`src/rtl/eeg_pkg.sv`:
```
package eeg_pkg;
  localparam int LOCK_W = 3;

  typedef enum logic [LOCK_W-1:0] {
    LOCK_NONE = 3'd0,
    LOCK_64   = 3'd1,
    LOCK_128  = 3'd2,
    LOCK_256  = 3'd3,
    LOCK_512  = 3'd4,
    LOCK_QTR  = 3'd5,
    LOCK_HALF = 3'd6,
    LOCK_ALL  = 3'd7
  } lock_code_e;
endpackage

```
`src/rtl/eeg_lock_reg.sv`:
```
module eeg_lock_reg
  import eeg_pkg::*;
(
  input  logic       clk_i,
  input  logic       rst_ni,
  input  logic       wr_i,
  input  logic       wp_i,
  input  lock_code_e code_i,
  output lock_code_e code_o
);
  lock_code_e code_q;

  always_ff @(posedge clk_i or negedge rst_ni) begin
    if (!rst_ni)            code_q <= LOCK_NONE;
    else if (wr_i && !wp_i) code_q <= code_i;
  end

  assign code_o = code_q;
endmodule

```
`src/rtl/eeg_region_decode.sv`:
```
module eeg_region_decode
  import eeg_pkg::*;
#(
  parameter int ADDR_W  = 13,
  parameter int FIX_LOG = 6
) (
  input  lock_code_e        code_i,
  input  logic [ADDR_W-1:0] addr_i,
  output logic              hit_o
);
  localparam logic [ADDR_W:0] DEPTH = (ADDR_W+1)'(1) << ADDR_W;
  localparam logic [ADDR_W:0] ONE   = (ADDR_W+1)'(1);

  logic [ADDR_W:0] size;

  always_comb begin
    unique case (code_i)
      LOCK_NONE: size = '0;
      LOCK_64:   size = ONE << FIX_LOG;
      LOCK_128:  size = ONE << (FIX_LOG + 1);
      LOCK_256:  size = ONE << (FIX_LOG + 2);
      LOCK_512:  size = ONE << (FIX_LOG + 3);
      LOCK_QTR:  size = DEPTH >> 2;
      LOCK_HALF: size = DEPTH >> 1;
      default:   size = DEPTH;
    endcase
  end

  // protected region is [DEPTH-size, DEPTH)
  assign hit_o = (size != '0) && ({1'b0, addr_i} >= (DEPTH - size));
endmodule

```
`src/rtl/eeg_dev_match.sv`:
```
module eeg_dev_match #(
  parameter int SEL_W = 2
) (
  input  logic             clk_i,
  input  logic             rst_ni,
  input  logic             start_i,
  input  logic [SEL_W-1:0] sel_i,
  input  logic [SEL_W-1:0] strap_i,
  output logic             match_o
);
  logic match_q;

  always_ff @(posedge clk_i or negedge rst_ni) begin
    if (!rst_ni)      match_q <= 1'b0;
    else if (start_i) match_q <= (sel_i == strap_i);
  end

  assign match_o = match_q;
endmodule

```
`src/rtl/eeg_page_ptr.sv`:
```
module eeg_page_ptr #(
  parameter int ADDR_W = 13,
  parameter int PAGE_W = 6
) (
  input  logic              clk_i,
  input  logic              rst_ni,
  input  logic              load_i,
  input  logic [ADDR_W-1:0] load_addr_i,
  input  logic              step_i,
  output logic [ADDR_W-1:0] ptr_o
);
  localparam int HI_W = ADDR_W - PAGE_W;

  logic [HI_W-1:0]   hi_q;
  logic [PAGE_W-1:0] lo_q;

  always_ff @(posedge clk_i or negedge rst_ni) begin
    if (!rst_ni) begin
      hi_q <= '0;
      lo_q <= '0;
    end else if (load_i) begin
      hi_q <= load_addr_i[ADDR_W-1:PAGE_W];
      lo_q <= load_addr_i[PAGE_W-1:0];
    end else if (step_i) begin
      lo_q <= lo_q + PAGE_W'(1); // wraps inside the page
    end
  end

  assign ptr_o = {hi_q, lo_q};
endmodule

```
`src/rtl/eeg_write_guard.sv`:
```
module eeg_write_guard
  import eeg_pkg::*;
#(
  parameter int ADDR_W = 13,
  parameter int PAGE_W = 6,
  parameter int DATA_W = 8,
  parameter int SEL_W  = 2
) (
  input  logic              clk_i,
  input  logic              rst_ni,
  input  logic [SEL_W-1:0]  strap_i,
  input  logic              wp_i,
  input  logic              xfer_start_i,
  input  logic [SEL_W-1:0]  sel_bits_i,
  input  logic [ADDR_W-1:0] start_addr_i,
  input  logic              wr_byte_i,
  input  logic [DATA_W-1:0] wr_data_i,
  input  logic              cfg_wr_i,
  input  logic [LOCK_W-1:0] cfg_data_i,
  output logic [LOCK_W-1:0] cfg_o,
  output logic              mem_we_o,
  output logic [ADDR_W-1:0] mem_addr_o,
  output logic [DATA_W-1:0] mem_data_o
);
  lock_code_e        code_q;
  logic              sel_q;
  logic              hit;
  logic              step;
  logic [ADDR_W-1:0] ptr_q;

  logic              we_q;
  logic [ADDR_W-1:0] addr_q;
  logic [DATA_W-1:0] data_q;

  // start wins over a coincident byte
  assign step = wr_byte_i && !xfer_start_i;

  eeg_lock_reg u_lock (
    .clk_i  (clk_i),
    .rst_ni (rst_ni),
    .wr_i   (cfg_wr_i),
    .wp_i   (wp_i),
    .code_i (lock_code_e'(cfg_data_i)),
    .code_o (code_q)
  );

  eeg_dev_match #(.SEL_W(SEL_W)) u_match (
    .clk_i   (clk_i),
    .rst_ni  (rst_ni),
    .start_i (xfer_start_i),
    .sel_i   (sel_bits_i),
    .strap_i (strap_i),
    .match_o (sel_q)
  );

  eeg_page_ptr #(.ADDR_W(ADDR_W), .PAGE_W(PAGE_W)) u_ptr (
    .clk_i       (clk_i),
    .rst_ni      (rst_ni),
    .load_i      (xfer_start_i),
    .load_addr_i (start_addr_i),
    .step_i      (step),
    .ptr_o       (ptr_q)
  );

  eeg_region_decode #(.ADDR_W(ADDR_W), .FIX_LOG(PAGE_W)) u_region (
    .code_i (code_q),
    .addr_i (ptr_q),
    .hit_o  (hit)
  );

  always_ff @(posedge clk_i or negedge rst_ni) begin
    if (!rst_ni) begin
      we_q   <= 1'b0;
      addr_q <= '0;
      data_q <= '0;
    end else begin
      we_q <= step && sel_q && !hit;
      if (step) begin
        addr_q <= ptr_q;
        data_q <= wr_data_i;
      end
    end
  end

  assign cfg_o      = code_q;
  assign mem_we_o   = we_q;
  assign mem_addr_o = addr_q;
  assign mem_data_o = data_q;
endmodule

```
`config.mk`:
```
export PLATFORM = sky130hd
export DESIGN_NAME = eeg_write_guard
export DESIGN_NICKNAME = d
export VERILOG_FILES = /design/src/rtl/eeg_pkg.sv /design/src/rtl/eeg_lock_reg.sv /design/src/rtl/eeg_region_decode.sv /design/src/rtl/eeg_dev_match.sv /design/src/rtl/eeg_page_ptr.sv /design/src/rtl/eeg_write_guard.sv
export SDC_FILE = /design/constraint.sdc
export NUM_CORES = 1
export LEC_CHECK = 0
export BUFFER_PORTS_ARGS = -buffer_cell sky130_fd_sc_hd__buf_4
export CELL_PAD_IN_SITES_DETAIL_PLACEMENT = 1
export CELL_PAD_IN_SITES_GLOBAL_PLACEMENT = 1
export CORE_UTILIZATION = 37
export CTS_CLUSTER_SIZE = 10
export DETAILED_ROUTE_END_ITERATION = 10
export PLACE_DENSITY = 0.77
export SYNTH_ARGS = -nofsm -noshare
export SYNTH_HDL_FRONTEND = slang
export SYNTH_SLANG_ARGS = --single-unit
export TNS_END_PERCENT = 1
```
`constraint.sdc`:
```
create_clock -name clk_i -period 2.5 [get_ports clk_i]
set_input_delay 0.375 -clock clk_i [delete_from_list [all_inputs] [get_ports clk_i]]
set_output_delay 0.375 -clock clk_i [all_outputs]
set_load 0.05 [all_outputs]
```
==> results.cfg, run 1 <==
[yosys]
synth.top_cell.area_share_pct = 52.1
yosys.area.top_type = sky130_fd_sc_hd__dfrtp_1
synthesis.instances = 198
syn-cell-area_um2 = 1870
synthesis.area_per_instance_um2 = 9.47
yosys_register_bits = 39
syn_nets = 242
netlist_top_cells_area = sky130_fd_sc_hd__dfrtp_1 (52%), sky130_fd_sc_hd__nand2_1 (15%), sky130_fd_sc_hd__ha_1 (6.7%), sky130_fd_sc_hd__mux2_2 (5.4%), sky130_fd_sc_hd__o21ai_0 (3.2%)
synth-warning-count = 0
fraction_of_the_yosys_area_taken_by_sequential_cells_pct = 52.1
ys_types = 29

[worst_setup_path]
worst-r2r-setup-slack_ps = 170
setup.worst_path.start_class = flip-flop
worstPathArrival_ps = 2560
critPathKind = reg2reg
critical_path.max_fanout = 10
worstSetupEndpointType = flip-flop
r2r-start = u_lock.code_o[1]
critical_path.reg2reg.endpoint = mem_we_o
reg2reg_depth = 9
timing.critical_path.slowest_cell_delay_ps = 470
critical_path.most_common_cell = sky130_fd_sc_hd__ha_1
critical_path_cell_count = 9
timing.critical_path.buf_inv = 1
path_delay_family = simple AND/OR/NAND/NOR gates
worstPathCellList = nor3b_2 > inv_1 > ha_1 > xor2_1 > o22ai_1 > ha_1 > or4_1 > o41a_1 > o21ai_2
timing.critical_path.required_ps = 2730
worst_path_max_delay_cell = sky130_fd_sc_hd__dfrtp_2

[pwr]
cellPowerDensity_nw_per_um2 = 782
p_leak_nw = 1.25
peakVddDrop_mv = 0.281

[routing]
drt.antenna.violating_nets = 0
drt_pass1_iterations = 4
drc = 0
via_count = 1534
drt-vias-per-instance = 4.76
routed_wl_mm = 4.61
route.detailed.wl_per_inst_um = 14.3
dr.first_iter.drc_count = 43

[floorplan]
die-width_um = 73.2
io-pin-count = 59
initial_core_utilization_pct = 39.2
core_area_um2 = 4790
num_rows = 25
die_boundary_height_um = 73.2
dieArea_um2 = 5350

[layout]
layout.cells.most_common_list = sky130_fd_sc_hd__nand2_1 (73), sky130_fd_sc_hd__buf_4 (60), sky130_fd_sc_hd__dfrtp_1 (36)
layout_commonest_cell = sky130_fd_sc_hd__nand2_1
fin_nets = 298
post_route_cells_drive_above_1_share_pct = 32.2
n_antenna_cell = 0
fin_util_pct = 52.0
area_growth_pct = 32.8

[hold_path]
worstHoldPathType = in2async

[place]
port_buffers = 58
place.gp.congestion = 0.835
dp.final_hpwl_mm = 3.27

[timing]
rsz_0062_raised_after_global_routing = false
hold_viol_final = 0
finalCriticalPeriod_ps = 2330
setup_tns_ps = 0
setup_viol = 0
fin_worst_hold_slack_ps = 36.8
fin_crit_sh_pct = 93.3
timing_worst_slew_pin_value_ps = 503
timing.clock.skew_ps = 3.73
relSlewSlack_pct = 66.5
fin_max_slew_vios = 0
peak_freq_ghz = 0.429

[run]
cap_violations = 0

[grt]
grt_util_all_layers_pct = 19.5
first_pass_grt_wire_length_mm = 7.74
grt_pass1_vias = 1663
grt_start_max_net_pins = 40
overflow = 0
antenna_found_initial = 0

[clock_tree]
clk_root_buffer_cell = sky130_fd_sc_hd__clkbuf_8
clkSinkCount = 39
ctsLongestPathBuffers = 2
clkTransAtPathRegs_ps = 80
cts_setup_buffers = 0
clock_tree_from_tritoncts = built
cts.repair.resized = 0
post_cts_hold_buffer_count = 0
cts_max_level = 2
worst_skew_pair.late_latency_ps = 300
tritoncts.num_buffers = 5

[status]
run_status = finished, final reports clean
[report_power, final]
| group | switching [W] | internal [W] |
|---|---|---|
| Sequential | 0.0000735 | 0.000713 |
| Clock | 0.000232 | 0.000323 |
| Combinational | 0.000382 | 0.000221 |
[synth_stat cells (all sizes together)]
library cell / count
nand4: 3
o21ai: 13
mux2: 9
o22ai: 1
nand2: 73
ha: 10
or3: 1
clkbuf: 7
a21oi: 3
nand3: 1
o41a: 1
o211ai: 1
o21a: 1
dfrtp: 39
or4: 1
xnor2: 5
buf: 4
a2111oi: 1
nand4b: 1
nor2b: 3
nor3b: 2
inv: 6
nand3b: 1
nand2b: 1
xor2: 4
nor2: 4
and3: 1
mux2i: 1
[worst register-to-register path, cell delays in order (launching register included)]
cell and delay [ps]:
sky130_fd_sc_hd__dfrtp_2 470, sky130_fd_sc_hd__nor3b_2 240, sky130_fd_sc_hd__inv_1 70, sky130_fd_sc_hd__ha_1 250
sky130_fd_sc_hd__xor2_1 170, sky130_fd_sc_hd__o22ai_1 140, sky130_fd_sc_hd__ha_1 250, sky130_fd_sc_hd__or4_1 470
sky130_fd_sc_hd__o41a_1 140, sky130_fd_sc_hd__o21ai_2 70
[layer usage]
| layer | share of wire (%) | routed length, um | vias to the layer above | track usage [%] |
|---|---|---|---|---|
| met5 | 0 | 0 | - | 0 |
| met1 | 43 | 1990 | 730 | 25.0 |
| li1 | - | - | 753 | - |
| met2 | 50 | 2320 | 43 | 32.6 |
| met3 | 4.8 | 222 | 8 | 2.49 |
| met4 | 1.6 | 74 | 0 | 9.15 |
[final cells by class]
cell class / instances / area (um^2)
Tap cell: 67 / 83.8
Sequential cell: 39 / 980
Multi-Input combinational cell: 142 / 835
Clock buffer: 6 / 82.6
Fill cell: 579 / 2300
Clock inverter: 2 / 35.0
Inverter: 6 / 22.5
Timing Repair Buffer: 60 / 450
[cell families (layout without fill, tap and decap cells)]
group	after synthesis	in the layout	share of synthesized area [%]
DFF	39	39	52.1
muxes	10	10	5.94
AOI/OAI and AO/OA	21	21	6.68
buffers and inverters	17	74	3.67
adders and majority gates	10	10	6.68
xor gates and xnor gates	9	9	4.21
and+or+nand+nor	92	92	20.8
[flip-flops by register name (all words and copies together), names as in the netlist]
register and count:
u_lock.code_o 3, mem_data_o 8, u_ptr.lo_q 6, mem_addr_o 13, u_ptr.hi_q 7, mem_we_o 1
u_match.match_o 1
[stage by stage]
| stage | total power (W) | instance area, um^2 | std cells | setup slack [ps] |
|---|---|---|---|---|
| floorplan | 0.00119 | 1880 | 198 | 21.1 |
| global placement | 0.00139 | 2370 | 314 | 223 |
| detailed placement | 0.00141 | 2370 | 314 | 105 |
| CTS | 0.00197 | 2480 | 322 | 83.9 |
| global route | 0.00205 | 2490 | 322 | 64.6 |
| finish | 0.00194 | 2490 | 322 | 167 |
[how the worst max path moves through the flow]
stage	start	end	slack (ps)
finish	u_lock.code_o[1]	mem_we_o	170
global route	u_lock.code_o[1]	mem_we_o	60
CTS	u_lock.code_o[2]	mem_we_o	80
detailed placement	u_lock.code_o[1]	mem_we_o	100
global placement	u_lock.code_o[1]	mem_we_o	220
floorplan	u_lock.code_o[0]	mem_we_o	20
Power figures use the tool's default switching activity.
==> run 2: changes to the inputs <==
--- a/config.mk
+++ b/config.mk
@@ -5,13 +5,14 @@
 export SDC_FILE = /design/constraint.sdc
 export NUM_CORES = 1
 export LEC_CHECK = 0
-export BUFFER_PORTS_ARGS = -buffer_cell sky130_fd_sc_hd__buf_4
 export CELL_PAD_IN_SITES_DETAIL_PLACEMENT = 1
 export CELL_PAD_IN_SITES_GLOBAL_PLACEMENT = 1
-export CORE_UTILIZATION = 37
+export CORE_UTILIZATION = 46
 export CTS_CLUSTER_SIZE = 10
 export DETAILED_ROUTE_END_ITERATION = 10
+export DONT_BUFFER_PORTS = 1
 export PLACE_DENSITY = 0.77
+export SKIP_LAST_GASP = 1
 export SYNTH_ARGS = -nofsm -noshare
 export SYNTH_HDL_FRONTEND = slang
 export SYNTH_SLANG_ARGS = --single-unit
==> run 2 against run 1 <==
Effect of this change:
- cell count decreased by 22%
- sequential cell count unchanged
- maximum frequency fell by 3.7%
- routed wire length is 5.8% lower
- setup slack worse by 89 ps
- clock power is 1% lower
- via count down 11%
- clock skew decreased by 1.2 ps
- highest routed layer unchanged
==> results.cfg, run 2 (synthesis results as in run 1) <==
[status]
run_status = finished, final reports clean

[worst_setup_path]
critPathCapture = mem_we_o
critical_path.max_fanout = 10
worstSetupEndpointType = flip-flop
worst-r2r-setup-slack_ps = 80
timing.critical_path.slowest_cell_delay_ps = 510
critPathKind = reg2reg
critical_path.most_common_cell = sky130_fd_sc_hd__ha_1
r2r-start = u_lock.code_o[2]
worstPathArrival_ps = 2640
worst_path_max_delay_cell = sky130_fd_sc_hd__or4_1
worstPathCellList = nor3b_2 > inv_1 > ha_1 > xor2_1 > o22ai_1 > ha_1 > or4_1 > o41a_1 > o21ai_2
critical_path.reg2reg.endpoint = mem_we_o
critical_path.startpoint = u_lock.code_o[2]
reg2reg_depth = 9
timing.critical_path.required_ps = 2720
setup.worst_path.start_class = flip-flop

[pwr]
total_power_after_layout_w = 0.00183
p_sw_w = 0.000662
p_clk_share_pct = 29.9
cell_internal_pwr_w = 0.00117
power_switching_share_pct = 36.2
part_of_the_total_power_dissipated_in_combinational_logic_pct = 17.1
peakVddDrop_mv = 0.530
cellPowerDensity_nw_per_um2 = 878
share_of_power_burned_in_registers_pct = 52.9
p_leak_nw = 0.996

[layout]
fin_nets = 245
post_route_cells_drive_above_1_share_pct = 13.9
number_of_flip_flops_under_the_largest_register_name = 13
layout.cells.most_common_list = sky130_fd_sc_hd__nand2_1 (73), sky130_fd_sc_hd__dfrtp_1 (36), sky130_fd_sc_hd__o21ai_0 (12)
n_antenna_cell = 0
area_growth_pct = 11.1
fin_util_pct = 55.2
layout_commonest_cell = sky130_fd_sc_hd__nand2_1

[clock_tree]
cts_setup_buffers = 0
clk_root_buffer_cell = sky130_fd_sc_hd__clkbuf_8
worst_skew_pair.late_latency_ps = 290
tritoncts.num_buffers = 5
clkTransAtPathRegs_ps = 80
cts_max_level = 2
clock_tree_from_tritoncts = built
ctsLongestPathBuffers = 2
clkSinkCount = 39

[routing]
drt-vias-per-instance = 5.45
drt.antenna.violating_nets = 0
via_count = 1363
highest-signal-layer = met4
routed_wl_mm = 4.34
drc = 0
route.met3.wl_um = 251
drt_pass1_iterations = 4
detail_route.wirelength.met1_mm = 1.86
dr.first_iter.drc_count = 61
route.detailed.wl_per_inst_um = 17.4
met2_length_mm = 2.22

[floorplan]
io-pin-count = 59
dieArea_um2 = 4330
die-width_um = 65.8
core_area_um2 = 3770
num_rows = 22
die_boundary_height_um = 65.8
initial_core_utilization_pct = 49.7

[timing]
fin_crit_sh_pct = 96.9
fin_max_slew_vios = 0
setup_viol = 0
timing_worst_slew_pin_value_ps = 535
peak_freq_ghz = 0.413
finalCriticalPeriod_ps = 2420
relSlewSlack_pct = 64.3
timing.clock.skew_ps = 2.58
hold_viol_final = 0

[place]
dp.final_hpwl_mm = 3.17
port_buffers = 0
place.gp.congestion = 0.768

[grt]
grt_start_max_net_pins = 40
grt_pass1_vias = 1519
antenna_found_initial = 0
grt_util_all_layers_pct = 22.4
overflow = 0
first_pass_grt_wire_length_mm = 7.13

[run]
cap_violations = 0

[hold_path]
worstHoldPathType = in2reg
-- run 2: cell count changes in the layout (fill, tap and decap cells not counted), sizes merged --
cell,before,now
dlygate4sd3,0,1
buf,60,6
-- run 2: how the worst min path moves through the flow --
stage | start | to | slack (ps) | depth (start not counted)
final | xfer_start_i | u_ptr.lo_q[3] | 190 | 1
after global routing | xfer_start_i | u_match.match_o | 180 | 1
after global placement | rst_ni | mem_data_o[5] | 80 | 0
after floorplan | rst_ni | mem_addr_o[0] | 80 | 0
after CTS | xfer_start_i | u_ptr.lo_q[3] | 180 | 1
after detailed placement | rst_ni | mem_data_o[5] | 80 | 0
-- run 2: critical path, delay by kind of cell, from the launching register on --
family,cells,cell delay [ps]
AO/OA/AOI/OAI,3,370
XOR/XNOR,1,170
adder cells (fa/ha/maj),2,520
buffers and inverters,1,80
flip-flops,1,480
AND/OR/NAND/NOR,2,720
-- run 2: final cells by class --
class	count	area, um^2
Tap cell	48	60.1
Sequential cell	39	980
Clock inverter	2	35.0
Clock buffer	6	82.6
Inverter	6	22.5
Timing Repair Buffer	7	67.6
Fill cell	435	1690
Multi-Input combinational cell	142	835
-- run 2: routing by layer --
metal  GRT usage [%]  vias to the layer above
met2            40.3                       43
met4            5.71                        0
met5               0                        -
li1                -                      648
met3            6.55                        2
met1            25.5                      670
-- run 2: metrics by stage --
stage                     instance area (um^2)  setup TNS, ps  worst slack [ps]  std cells  hold slack (ps)
after floorplan                           1880              0              21.1        198             79.4
after global placement                    1930              0               247        240             80.2
after detailed placement                  1930              0              86.8        240             80.2
after CTS                                 2080              0              66.0        250              177
after global routing                      2080          -59.1             -59.1        250              176
final                                     2080              0              77.7        250              187
-- run 2: power by group through the flow --
stage,logic (W),clock network (W),registers (W)
after CTS,0.000314,0.000560,0.000968
after detailed placement,0.000294,0,0.000981
after global routing,0.000359,0.000587,0.000980
after floorplan,0.000213,0,0.000977
after global placement,0.000271,0,0.000973
final,0.000313,0.000547,0.000967
-- run 2: repair_timing --
action                                  CTS  global route
hold endpoints to repair                 39             0
hold buffers                              2             0
resized for setup                         0             1
endpoints found under the setup margin    0             1
